===== config.mk =====
export PLATFORM = sky130hd
export DESIGN_NAME = dfs_flush_seq
export DESIGN_NICKNAME = d
export VERILOG_FILES = /design/src/rtl/dfs_pkg.sv /design/src/rtl/dfs_req_track.sv /design/src/rtl/dfs_len_timer.sv /design/src/rtl/dfs_lane_gate.sv /design/src/rtl/dfs_flush_seq.sv
export SDC_FILE = /design/constraint.sdc
export NUM_CORES = 1
export LEC_CHECK = 0
export BUFFER_PORTS_ARGS = -buffer_cell sky130_fd_sc_hd__buf_2
export CAP_MARGIN = 20
export CORE_ASPECT_RATIO = 0.9
export CORE_MARGIN = 8
export CORE_UTILIZATION = 40
export DETAILED_ROUTE_END_ITERATION = 16
export HOLD_SLACK_MARGIN = 0.1
export MAX_ROUTING_LAYER = met4
export PLACE_DENSITY_LB_ADDON = 0.25
export SYNTH_ARGS = -nofsm -noshare
export SYNTH_HDL_FRONTEND = slang
export SYNTH_SLANG_ARGS = --single-unit

===== constraint.sdc =====
create_clock -name clk -period 3.5 [get_ports clk]
set_input_delay 0 -clock clk [delete_from_list [all_inputs] [get_ports clk]]
set_output_delay 0 -clock clk [all_outputs]
set_load 0.02 [all_outputs]

===== src/rtl/dfs_pkg.sv =====
package dfs_pkg;

    typedef enum logic [3:0] {
        ST_IDLE      = 4'b0001,
        ST_WAIT_LOCK = 4'b0010,
        ST_FLUSH     = 4'b0100,
        ST_DONE      = 4'b1000
    } dfs_state_e;

    localparam int LANES = 2;

endpackage


===== src/rtl/dfs_req_track.sv =====
module dfs_req_track (
    input  logic clk,
    input  logic mrst,
    input  logic soft_flush_wr,
    input  logic lock_wr,
    input  logic lock_din,
    input  logic pdn_req,
    input  logic sleep_req,
    input  logic flush_end,
    output logic any_pend,
    output logic soft_bit,
    output logic lock_ign,
    output logic pd_any,
    output logic pwr_served
);

    logic pend_rst;
    logic pend_soft;
    logic pend_pwr;
    logic pd_prev;
    logic pd_rise;

    assign pd_any  = pdn_req | sleep_req;
    assign pd_rise = pd_any & ~pd_prev;

    // reset release itself is a pending request
    always_ff @(posedge clk or posedge mrst) begin
        if (mrst) begin
            pend_rst  <= 1'b1;
            pend_soft <= 1'b0;
            pend_pwr  <= 1'b0;
            pd_prev   <= 1'b0;
        end else begin
            pd_prev <= pd_any;
            if (flush_end) begin
                pend_rst  <= 1'b0;
                pend_soft <= 1'b0;
                pend_pwr  <= 1'b0;
            end else begin
                if (soft_flush_wr) pend_soft <= 1'b1;
                if (pd_rise)       pend_pwr  <= 1'b1;
            end
        end
    end

    always_ff @(posedge clk or posedge mrst) begin
        if (mrst) begin
            lock_ign <= 1'b1;
        end else if (lock_wr) begin
            lock_ign <= lock_din;
        end
    end

    always_ff @(posedge clk or posedge mrst) begin
        if (mrst) begin
            pwr_served <= 1'b0;
        end else if (!pd_any) begin
            pwr_served <= 1'b0;
        end else if (flush_end) begin
            pwr_served <= 1'b1;
        end
    end

    assign any_pend = pend_rst | pend_soft | pend_pwr;
    assign soft_bit = pend_soft;

endmodule


===== src/rtl/dfs_len_timer.sv =====
module dfs_len_timer #(
    parameter int RATE_W = 6,
    parameter int DEPTH  = 8
) (
    input  logic              clk,
    input  logic              mrst,
    input  logic              load,
    input  logic              run,
    input  logic [RATE_W-1:0] rate,
    output logic              last
);

    localparam int CNT_W = RATE_W + $clog2(DEPTH) + 1;

    logic [CNT_W-1:0] rate_eff;
    logic [CNT_W-1:0] len_m1;
    logic [CNT_W-1:0] cnt;

    always_comb begin
        rate_eff = (rate == '0) ? CNT_W'(1) : CNT_W'(rate);
        len_m1   = rate_eff * CNT_W'(DEPTH) - CNT_W'(1);
    end

    always_ff @(posedge clk or posedge mrst) begin
        if (mrst) begin
            cnt <= '0;
        end else if (load) begin
            cnt <= len_m1;
        end else if (run && cnt != '0) begin
            cnt <= cnt - CNT_W'(1);
        end
    end

    assign last = (cnt == '0);

endmodule


===== src/rtl/dfs_lane_gate.sv =====
module dfs_lane_gate #(
    parameter int DW = 14
) (
    input  logic          zero,
    input  logic [DW-1:0] din,
    output logic [DW-1:0] dout
);

    always_comb begin
        dout = zero ? '0 : din;
    end

endmodule


===== src/rtl/dfs_flush_seq.sv =====
module dfs_flush_seq
    import dfs_pkg::*;
#(
    parameter int DW     = 14,
    parameter int RATE_W = 6,
    parameter int DEPTH  = 8
) (
    input  logic              clk,
    input  logic              mrst,
    input  logic              soft_flush_wr,
    input  logic              lock_wr,
    input  logic              lock_din,
    input  logic              pll_locked,
    input  logic              pdn_req,
    input  logic              sleep_req,
    input  logic [RATE_W-1:0] interp_rate,
    input  logic [DW-1:0]     smp_i,
    input  logic [DW-1:0]     smp_q,
    output logic [DW-1:0]     path_i,
    output logic [DW-1:0]     path_q,
    output logic              cic_rst,
    output logic              done,
    output logic              soft_flush,
    output logic              lock_ignore,
    output logic              clk_stop_ok
);

    dfs_state_e state_q;
    dfs_state_e state_d;

    logic any_pend;
    logic pd_any;
    logic pwr_served;
    logic cnt_last;
    logic in_flush;
    logic flush_load;
    logic flush_end;

    logic [LANES-1:0][DW-1:0] lane_in;
    logic [LANES-1:0][DW-1:0] lane_out;

    dfs_req_track req_i (
        .clk           (clk),
        .mrst          (mrst),
        .soft_flush_wr (soft_flush_wr),
        .lock_wr       (lock_wr),
        .lock_din      (lock_din),
        .pdn_req       (pdn_req),
        .sleep_req     (sleep_req),
        .flush_end     (flush_end),
        .any_pend      (any_pend),
        .soft_bit      (soft_flush),
        .lock_ign      (lock_ignore),
        .pd_any        (pd_any),
        .pwr_served    (pwr_served)
    );

    dfs_len_timer #(
        .RATE_W (RATE_W),
        .DEPTH  (DEPTH)
    ) tmr_i (
        .clk  (clk),
        .mrst (mrst),
        .load (flush_load),
        .run  (in_flush),
        .rate (interp_rate),
        .last (cnt_last)
    );

    // next-state logic
    always_comb begin
        state_d = state_q;
        unique case (state_q)
            ST_IDLE: begin
                if (any_pend) begin
                    state_d = ST_FLUSH;
                end else if (!lock_ignore && !pll_locked) begin
                    state_d = ST_WAIT_LOCK;
                end
            end
            ST_WAIT_LOCK: begin
                if (lock_ignore) begin
                    state_d = ST_IDLE;
                end else if (pll_locked) begin
                    state_d = ST_FLUSH;
                end
            end
            ST_FLUSH: begin
                if (cnt_last) begin
                    state_d = ST_DONE;
                end
            end
            ST_DONE: begin
                state_d = ST_IDLE;
            end
            default: begin
                state_d = ST_IDLE;
            end
        endcase
    end

    // state register
    always_ff @(posedge clk or posedge mrst) begin
        if (mrst) begin
            state_q <= ST_IDLE;
        end else begin
            state_q <= state_d;
        end
    end

    // outputs decoded from state
    always_comb begin
        in_flush   = (state_q == ST_FLUSH);
        flush_end  = (state_q == ST_DONE);
        flush_load = (state_d == ST_FLUSH) && (state_q != ST_FLUSH);
        cic_rst    = in_flush;
        done       = flush_end;
        clk_stop_ok = pwr_served & pd_any & ~in_flush;
    end

    assign lane_in[0] = smp_i;
    assign lane_in[1] = smp_q;

    for (genvar g = 0; g < LANES; g++) begin : g_lane
        dfs_lane_gate #(.DW(DW)) gate_i (
            .zero (in_flush),
            .din  (lane_in[g]),
            .dout (lane_out[g])
        );
    end

    assign path_i = lane_out[0];
    assign path_q = lane_out[1];

endmodule


==> results_dict.tcl, run 1 <==
set metrics [dict create \
    status "completed" \
    ys_seq_area_share_pct 37.8 \
    first_pass_iters 4 \
    cpLargestDelayFamily "simple AND/OR/NAND/NOR gates" \
    core_area_um2 3280 \
    antenna_found_initial 0 \
    synth_simple_gate_area_share_pct 37.6 \
    row_count 20 \
    period_needed_ns 2.40 \
    top_layer "met4" \
    path_cells "or4b_1 > clkinv_4 > nand2_2 > or4_1 > a31oi_1" \
    grt_use_total_pct 14.4 \
    relSlewSlack_pct 41.9 \
    cts_sinks 20 \
    hp-class "in -> reg" \
    htreeDepth 1 \
    via_per_inst 4.85 \
    clkLatencyLatePin_ns 0.27 \
    power.total_mw 1.29 \
    fin_skew_ns 0.00504 \
    finalSetupViolations 0 \
    wl_met3_um 148 \
    final_common_cell "buf_2" \
    syn_area_per_cell_um2 8.77 \
    met2_length_um 1990 \
    synth_xor_area_share_pct 2.63 \
    startpoint "state_q[1]" \
    crit_arrival_ns 2.59 \
    die_height_um 70.8 \
    period_share_pct 68.5 \
    cp-end-kind "flip-flop" \
    dp_hpwl_um 3000 \
    start_kind "flip-flop" \
    p_leak_nw 0.942 \
    die_area_um2 5440 \
    endpoint "tmr_i.cnt[8]" \
    rsz0062_at_grt "no" \
    synth_area_um2 1330 \
    clk_pin_slew_ns 0.08 \
    ys_seq_elements 20 \
    tns_ns 0 \
    critPathKind "reg -> reg" \
    max_cap_violations 0 \
    ios 75 \
    worstMarginPinSlew_ns 0.872 \
    power.density_nw_per_um2 670 \
    final_cell_mix "74 x buf_2, 28 x and2_1, 21 x nor2_1" \
    tritoncts "built" \
    r2r_setup_slack_ns 1.10 \
    crit_cells 5 \
    ir_drop_v 0.000303 \
    met1Wirelength_um 1770 \
    start_util_pct 40.7 \
    worst-path-buf-inv 1 \
    diodes 0 \
    first_global_vias 1384 \
    antenna_left 0 \
    place.gp.congestion 0.760 \
    synth_compound_area_share_pct 10.7 \
    yosys.area_share.adder_pct 2.81 \
    route.detailed.wl_per_inst_um 14.1 \
    fmax_mhz 417 \
    clockBufferDepth 2 \
    grt_first_pass_wirelength_um 6440 \
    r2r_end "tmr_i.cnt[8]" \
    route.detailed.drc 0 \
    crit_slowest_cell "or4b_1" \
    layout.nets 283 \
    synth_nets 197 \
    drive_gt1_share_pct 37.6 \
    overflow 0 \
    synth_top_family_by_area "simple AND/OR/NAND/NOR gates" \
    die_w_um 76.9 \
    yosysWarnings 0 \
    hold_violations 0 \
    io_buffers 74 \
    ctsRootBufferMaster "clkbuf_8" \
    first_iter_violations 44 \
    yosysUniqueCellTypes 41 \
    worst-r2r-cell-count 5 \
    synth_mux_area_share_pct 3.85 \
    area_growth_pct 44.1 \
    wirelength_um 3950 \
    vias 1363 \
    timing.rr.start "state_q[1]" \
    crit_fanout 34 \
    cts_made_buffers 3 \
    drv_slew 0 \
    max_stage_delay_ns 0.93 \
    netlist_instances 152 \
    critical_path_required_ns 3.69 \
    grt_max_degree 35 \
]
==> registers in the layout, indices dropped and copies added, names as in the netlist <==
signal            count
req_i.pwr_served      1
req_i.pend_rst        1
req_i.lock_ign        1
req_i.pd_prev         1
req_i.pend_pwr        1
tmr_i.cnt            10
state_q               4
req_i.soft_bit        1
==> synthesized netlist by cell type <==
| master | instances | share of area [%] |
|---|---|---|
| and2_1 | 28 | 13 |
| nor2_1 | 21 | 5.9 |
| dfrtp_1 | 17 | 32 |
| inv_1 | 7 | 2.0 |
| o21ai_0 | 6 | 2.3 |
| nand2_1 | 5 | 1.4 |
| or4_1 | 5 | 2.8 |
| and3_1 | 4 | 1.9 |
| clkbuf_1 | 4 | 1.1 |
| mux2i_1 | 4 | 3.0 |
| a21oi_1 | 3 | 1.1 |
| a31oi_1 | 3 | 1.4 |
| dfstp_2 | 3 | 5.9 |
| ha_1 | 3 | 2.8 |
| nor2b_1 | 3 | 1.4 |
| nor4_1 | 3 | 1.4 |
| o311ai_0 | 3 | 2.0 |
| xor2_1 | 3 | 2.0 |
| nand3_1 | 2 | 0.75 |
| nand4b_1 | 2 | 1.3 |
| nor3_1 | 2 | 0.75 |
| nor3b_1 | 2 | 1.1 |
| a22oi_1 | 1 | 0.56 |
| a311o_1 | 1 | 0.75 |
| a31o_2 | 1 | 0.66 |
| and4bb_2 | 1 | 0.94 |
| buf_6 | 1 | 0.84 |
| clkinv_4 | 1 | 0.66 |
| mux2_2 | 1 | 0.84 |
| nand2_2 | 1 | 0.47 |
| nand2b_1 | 1 | 0.47 |
| nor4b_1 | 1 | 0.66 |
| o2111ai_1 | 1 | 0.66 |
| o211ai_1 | 1 | 0.56 |
| o32a_1 | 1 | 0.75 |
| or2b_1 | 1 | 0.56 |
| or3_1 | 1 | 0.47 |
| or3b_2 | 1 | 0.66 |
| or4b_1 | 1 | 0.75 |
| or4b_2 | 1 | 0.75 |
| xnor2_1 | 1 | 0.66 |
==> worst min-delay path by stage <==
stage / startpoint / to / slack [ns] / cells after the start
floorplan: mrst / req_i.pd_prev / -0.04 / 1
global placement: mrst / tmr_i.cnt[1] / 0.17 / 2
detailed placement: mrst / tmr_i.cnt[1] / 0.19 / 2
CTS: interp_rate[4] / tmr_i.cnt[7] / 0.11 / 3
global route: interp_rate[4] / tmr_i.cnt[7] / 0.14 / 3
finish: interp_rate[4] / tmr_i.cnt[7] / 0.11 / 3
==> where the power goes <==
group / total (mW) / switching [mW] / internal [mW] / leakage, nW
Clock: 0.237 / 0.0843 / 0.153 / 0.0357
Sequential: 0.387 / 0.0821 / 0.305 / 0.227
Combinational: 0.663 / 0.394 / 0.270 / 0.679
==> tightest hold or removal path, stage by stage <==
cell and delay (ns):
buf_2 0.11, xor2_1 0.09, mux2i_1 0.13
==> metrics by stage <==
stage | setup slack (ns) | utilization [%] | hold slack, ns | instance area (µm²) | instances
floorplan | 1.58 | - | -0.0384 | 1330 | 152
global placement | 1.15 | 53.1 | 0.174 | 1740 | 266
detailed placement | 1.11 | 53.1 | 0.194 | 1740 | 266
CTS | 1.09 | 58.6 | 0.114 | 1920 | 281
global route | 0.967 | 58.6 | 0.140 | 1920 | 281
finish | 1.10 | 58.6 | 0.110 | 1920 | 281
==> final cells by class <==
cell class                 count  area (µm²)
multi-input combinational    119         768
timing repair buffer          86         488
sequential                    20         504
clock inverter                 1        30.0
clock buffer                   3        41.3
fill                         314        1360
inverter                       8        35.0
tap                           44        55.1
==> kinds of logic after synthesis <==
family          after synthesis
simple gates                 86
compound gates               21
flops                        20
buf+inv                      13
mux                           5
xor+xnor                      4
fa+ha+maj                     3
==> what timing repair did <==
item,CTS,global route
hold endpoints to repair,27,0
hold buffers,11,0
setup buffers,0,0
gates resized for setup,0,0
==> per-layer routing <==
metal  global-route usage [%]  up-vias
met3                     3.92        6
li1                         -      705
met1                     16.4      621
met5                        -        -
met2                     24.7       31
met4                     3.20        0
(Power assumes the default switching activity.)
==> run 2, diff against run 1 <==
==> constraint.sdc (replaced) <==
create_clock -name clk -period 2.3 [get_ports clk]
set_input_delay 0 -clock clk [delete_from_list [all_inputs] [get_ports clk]]
set_output_delay 0 -clock clk [all_outputs]
set_load 0.02 [all_outputs]
==> run 2 against run 1 <==
  * Non-clock buffer count increased by 3
  * Clock power rose by 51%
  * Final cell count increased by 1.1%
  * Critical path type unchanged
  * Critical endpoint unchanged
  * First-iteration DRC count rose by 100%
  * Utilization increased by 0.61 points
  * Count of clock-buffer cells in the layout did not move
  * Total power grew 54%
==> results_dict.tcl, run 2 (synthesis results as in run 1) <==
set metrics [dict create \
    route.detailed.drc 0 \
    max_cap_violations 0 \
    reg_top3 "tmr_i.cnt: 10 flops, state_q: 4 flops" \
    overflow 0 \
    comb_power_share_pct 52.4 \
    route.detailed.wl_per_inst_um 13.3 \
    tns_ns 0 \
    tritoncts "built" \
    diodes 0 \
    antenna_left 0 \
    crit_fanout 7 \
    r2r_setup_slack_ns 0.27 \
    nFillCells 310 \
    crit_arrival_ns 2.22 \
    hold_depth 5 \
    cts_sinks 20 \
    rsz0062_at_grt "no" \
    layout.nets 286 \
    core_area_um2 3280 \
    fin_skew_ns 0.00118 \
    cts_made_buffers 3 \
    place.gp.congestion 0.801 \
    critical_path_required_ns 2.48 \
    p_sw_mw 0.841 \
    clkLatencyLatePin_ns 0.26 \
    wirelength_um 3780 \
    swShare_pct 42.5 \
    worst-r2r-cell-count 5 \
    start_kind "flip-flop" \
    cts_resized 0 \
    ctsRootBufferMaster "clkbuf_8" \
    final_cell_mix "74 x buf_2, 28 x and2_1, 21 x nor2_1" \
    critPathKind "reg -> reg" \
    htreeDepth 1 \
    final_common_cell "buf_2" \
    timing.rr.start "state_q[1]" \
    grt_use_total_pct 14.3 \
    fmax_mhz 492 \
    first_pass_iters 4 \
    internal_power_mw 1.14 \
    p_leak_nw 0.957 \
    relSlewSlack_pct 48.7 \
    fin_util_pct 59.2 \
    die_w_um 76.9 \
    finalSetupViolations 0 \
    start_util_pct 40.7 \
    io_buffers 74 \
    hold_violations 0 \
    hp-class "in -> reg" \
    power.density_nw_per_um2 1020 \
    drive_gt1_share_pct 38.8 \
    worstMarginPinSlew_ns 0.768 \
    die_area_um2 5440 \
    ir_drop_v 0.000706 \
    p_clk_share_pct 18.0 \
    cp-end-kind "flip-flop" \
    min_to "req_i.pend_pwr" \
    first_global_vias 1357 \
    die_height_um 70.8 \
    clockBufferDepth 2 \
    vias 1377 \
    worstHoldStart "sleep_req" \
    period_needed_ns 2.03 \
    period_share_pct 88.4 \
    drv_slew 0 \
    largest_register_ffs 10 \
    dp_hpwl_um 3020 \
    area_growth_pct 45.6 \
    first_iter_violations 89 \
    clk_pin_slew_ns 0.08 \
    grt_max_degree 22 \
    antenna_found_initial 0 \
    r2r_end "tmr_i.cnt[8]" \
    regMostFlops "tmr_i.cnt" \
    status "completed" \
    via_per_inst 4.85 \
    row_count 20 \
    grt_first_pass_wirelength_um 6330 \
    ios 75 \
    power.share.sequential_pct 29.6 \
]
==> run 2: cell types whose count changed in the layout (fill, tap and decap cells not counted), sizes merged <==
cell | previous run | this run
dlygate4sd3 | 11 | 10
buf | 75 | 79
==> run 2: metrics by stage <==
stage               setup slack (ns)  power, mW  area [µm²]  instances  hold WS [ns]
floorplan                      0.377       1.29        1330        152       -0.0384
global placement               0.343       1.62        1770        270         0.184
detailed placement             0.280       1.62        1770        270         0.187
CTS                            0.265       2.00        1940        284         0.103
global route                   0.130       2.13        1940        284         0.133
finish                         0.267       1.98        1940        284        0.0921
==> run 2: repair_timing <==
item,4_1_cts,5_1_grt
setup buffers,0,0
setup endpoints to repair,0,0
hold endpoints to repair,25,0
hold buffers,10,0
==> run 2: worst max-delay path, cell delays in order, from the launching register on <==
cell and delay (ns):
dfrtp_1 0.44, or4b_1 0.65, clkinv_4 0.12, nand2_2 0.06
or4_1 0.49, a31oi_1 0.18
==> run 2: worst max path at each step <==
| stage | startpoint | to | slack, ns | cells after the start |
|---|---|---|---|---|
| 2_1_floorplan | state_q[1] | tmr_i.cnt[8] | 0.38 | 6 |
| 3_3_place_gp | state_q[1] | tmr_i.cnt[3] | 0.34 | 3 |
| 3_5_place_dp | state_q[1] | tmr_i.cnt[8] | 0.28 | 5 |
| 4_1_cts | state_q[1] | tmr_i.cnt[8] | 0.26 | 5 |
| 5_1_grt | state_q[1] | tmr_i.cnt[8] | 0.13 | 5 |
| 6_report | state_q[1] | tmr_i.cnt[8] | 0.27 | 5 |
==> run 2: layer usage <==
| layer | GRT usage, % | part of all wire [%] | up-vias |
|---|---|---|---|
| met4 | 4.48 | 1.0 | 0 |
| met3 | 2.66 | 3.8 | 4 |
| met1 | 16.8 | 46 | 628 |
| met2 | 24.2 | 49 | 31 |
| met5 | - | 0 | - |
| li1 | - | - | 714 |
==> run 2: power by group through the flow <==
| stage | clock network (mW) | logic (mW) | registers [mW] |
|---|---|---|---|
| floorplan | 0 | 0.731 | 0.558 |
| global placement | 0 | 1.03 | 0.587 |
| detailed placement | 0 | 1.04 | 0.589 |
| CTS | 0.362 | 1.05 | 0.583 |
| global route | 0.378 | 1.15 | 0.606 |
| finish | 0.357 | 1.04 | 0.585 |
==> run 2: cell type report <==
cell class,count,area (µm²),area share [%]
sequential,20,504,26.0
clock buffer,3,41.3,2.13
clock inverter,1,30.0,1.55
multi-input combinational,119,768,39.6
timing repair buffer,89,508,26.2
inverter,8,35.0,1.80
tap,44,55.1,2.84
==> run 3, diff against run 2 <==
--- a/config.mk
+++ b/config.mk
@@ -13,7 +13,7 @@
 export DETAILED_ROUTE_END_ITERATION = 16
 export HOLD_SLACK_MARGIN = 0.1
 export MAX_ROUTING_LAYER = met4
-export PLACE_DENSITY_LB_ADDON = 0.25
+export PLACE_DENSITY = 0.85
 export SYNTH_ARGS = -nofsm -noshare
 export SYNTH_HDL_FRONTEND = slang
 export SYNTH_SLANG_ARGS = --single-unit
==> run 3 against run 2 <==
  * Final cell count decreased by 0.35%
  * Global-route usage increased by 0.078 points
  * Largest power group unchanged
  * Critical path depth increased by 1
  * Combinational power about the same
  * Die area unchanged
==> results_dict.tcl, run 3 (synthesis results as in run 1) <==
set metrics [dict create \
    status "completed" \
    wirelength_um 3880 \
    p_sw_mw 0.850 \
    worst-r2r-cell-count 6 \
    fmax_mhz 493 \
    first_pass_iters 4 \
    comb_power_share_pct 52.5 \
    drive_gt1_share_pct 38.1 \
    area_growth_pct 45.2 \
    first_iter_violations 168 \
    antenna_found_initial 0 \
    endpoint "tmr_i.cnt[8]" \
    crit_fanout 4 \
    die_w_um 76.9 \
    post_cts_buffers 0 \
    grt_first_pass_wirelength_um 6330 \
    rsz0062_at_grt "no" \
    start_util_pct 40.7 \
    vias 1407 \
    ios 75 \
    critical_path_required_ns 2.48 \
    tritoncts "built" \
    p_clk_share_pct 17.6 \
    critPathKind "reg -> reg" \
    p_leak_nw 0.951 \
    internal_power_mw 1.13 \
    core_area_um2 3280 \
    start_kind "flip-flop" \
    cp-end-kind "flip-flop" \
    route.detailed.drc 0 \
    first_global_vias 1407 \
    startpoint "tmr_i.cnt[0]" \
    drv_slew 0 \
    finalSetupViolations 0 \
    postCtsHoldBufs 11 \
    cts_sinks 20 \
    dp_hpwl_um 2860 \
    clk_pin_slew_ns 0.07 \
    diodes 0 \
    grt_max_degree 33 \
    die_area_um2 5440 \
    power.share.sequential_pct 29.9 \
    placed_area_um2 1760 \
    period_needed_ns 2.03 \
    final_area_um2 1940 \
    fin_skew_ns 0.00104 \
    stdcell_count 283 \
    die_height_um 70.8 \
    worstMarginPinSlew_ns 0.813 \
    swShare_pct 43.0 \
    clockBufferDepth 2 \
    final_common_cell "buf_2" \
    overflow 0 \
    tns_ns 0 \
    final_cell_mix "74 x buf_2, 28 x and2_1, 21 x nor2_1" \
    ir_drop_v 0.000403 \
    antenna_left 0 \
    cts_resized 0 \
    reg_top3 "tmr_i.cnt: 10 flops, state_q: 4 flops" \
    nFillCells 281 \
    hold_violations 0 \
    crit_arrival_ns 2.21 \
    place.gp.congestion 0.878 \
    io_buffers 74 \
    r2r_end "tmr_i.cnt[8]" \
    regMostFlops "tmr_i.cnt" \
    cts_made_buffers 3 \
    timing.rr.start "tmr_i.cnt[0]" \
    place_inst 268 \
    relSlewSlack_pct 45.3 \
    max_cap_violations 0 \
    hp-class "in -> reg" \
    power.total_mw 1.98 \
    htreeDepth 1 \
    route.detailed.wl_per_inst_um 13.7 \
    clkLatencyLatePin_ns 0.26 \
    layout.nets 285 \
    grt_use_total_pct 14.4 \
    whs_ns 0.114 \
    largest_register_ffs 10 \
    power.density_nw_per_um2 1020 \
    ctsRootBufferMaster "clkbuf_8" \
    r2r_setup_slack_ns 0.27 \
    via_per_inst 4.97 \
    period_share_pct 88.2 \
    row_count 20 \
]
## run 3: layout make-up
cell class / instances / area, µm² / area share (%)
multi-input combinational: 119 / 768 / 39.7
tap: 44 / 55.1 / 2.84
inverter: 8 / 35.0 / 1.81
clock inverter: 1 / 30.0 / 1.55
sequential: 20 / 504 / 26.0
timing repair buffer: 88 / 503 / 26.0
clock buffer: 3 / 41.3 / 2.13
## run 3: worst max-delay path, stage by stage, from the launching register on
cell and delay [ns]:
dfrtp_1 0.42, inv_1 0.10, ha_1 0.18, nor3b_1 0.44
nand2_2 0.12, or4_1 0.51, a31oi_1 0.18
## run 3: worst min path at each step
stage	start	endpoint	slack [ns]	depth (start not counted)
after detailed placement	mrst	tmr_i.cnt[4]	0.18	2
after global routing	interp_rate[4]	tmr_i.cnt[7]	0.15	3
after CTS	interp_rate[4]	tmr_i.cnt[7]	0.13	3
after global placement	mrst	tmr_i.cnt[4]	0.16	2
after floorplan	mrst	req_i.pd_prev	-0.04	1
final	interp_rate[4]	tmr_i.cnt[7]	0.11	3
## run 3: per-layer routing
layer	vias to the layer above	GRT usage [%]	share of wire, %
met1	604	17.1	45
met4	0	7.68	3.2
met3	13	3.04	6.8
met5	-	-	0
met2	83	22.4	45
li1	707	-	-
## run 3: metrics by stage
step	setup WS, ns	utilization (%)
floorplan	0.377	-
global placement	0.381	53.5
detailed placement	0.339	53.5
CTS	0.316	59.1
global route	0.155	59.1
finish	0.271	59.1
## run 3: power groups by stage
stage | registers (mW) | clock network [mW] | logic (mW)
global route | 0.605 | 0.375 | 1.14
finish | 0.591 | 0.348 | 1.04
detailed placement | 0.588 | 0 | 1.02
floorplan | 0.558 | 0 | 0.731
CTS | 0.585 | 0.359 | 1.04
global placement | 0.584 | 0 | 1.00
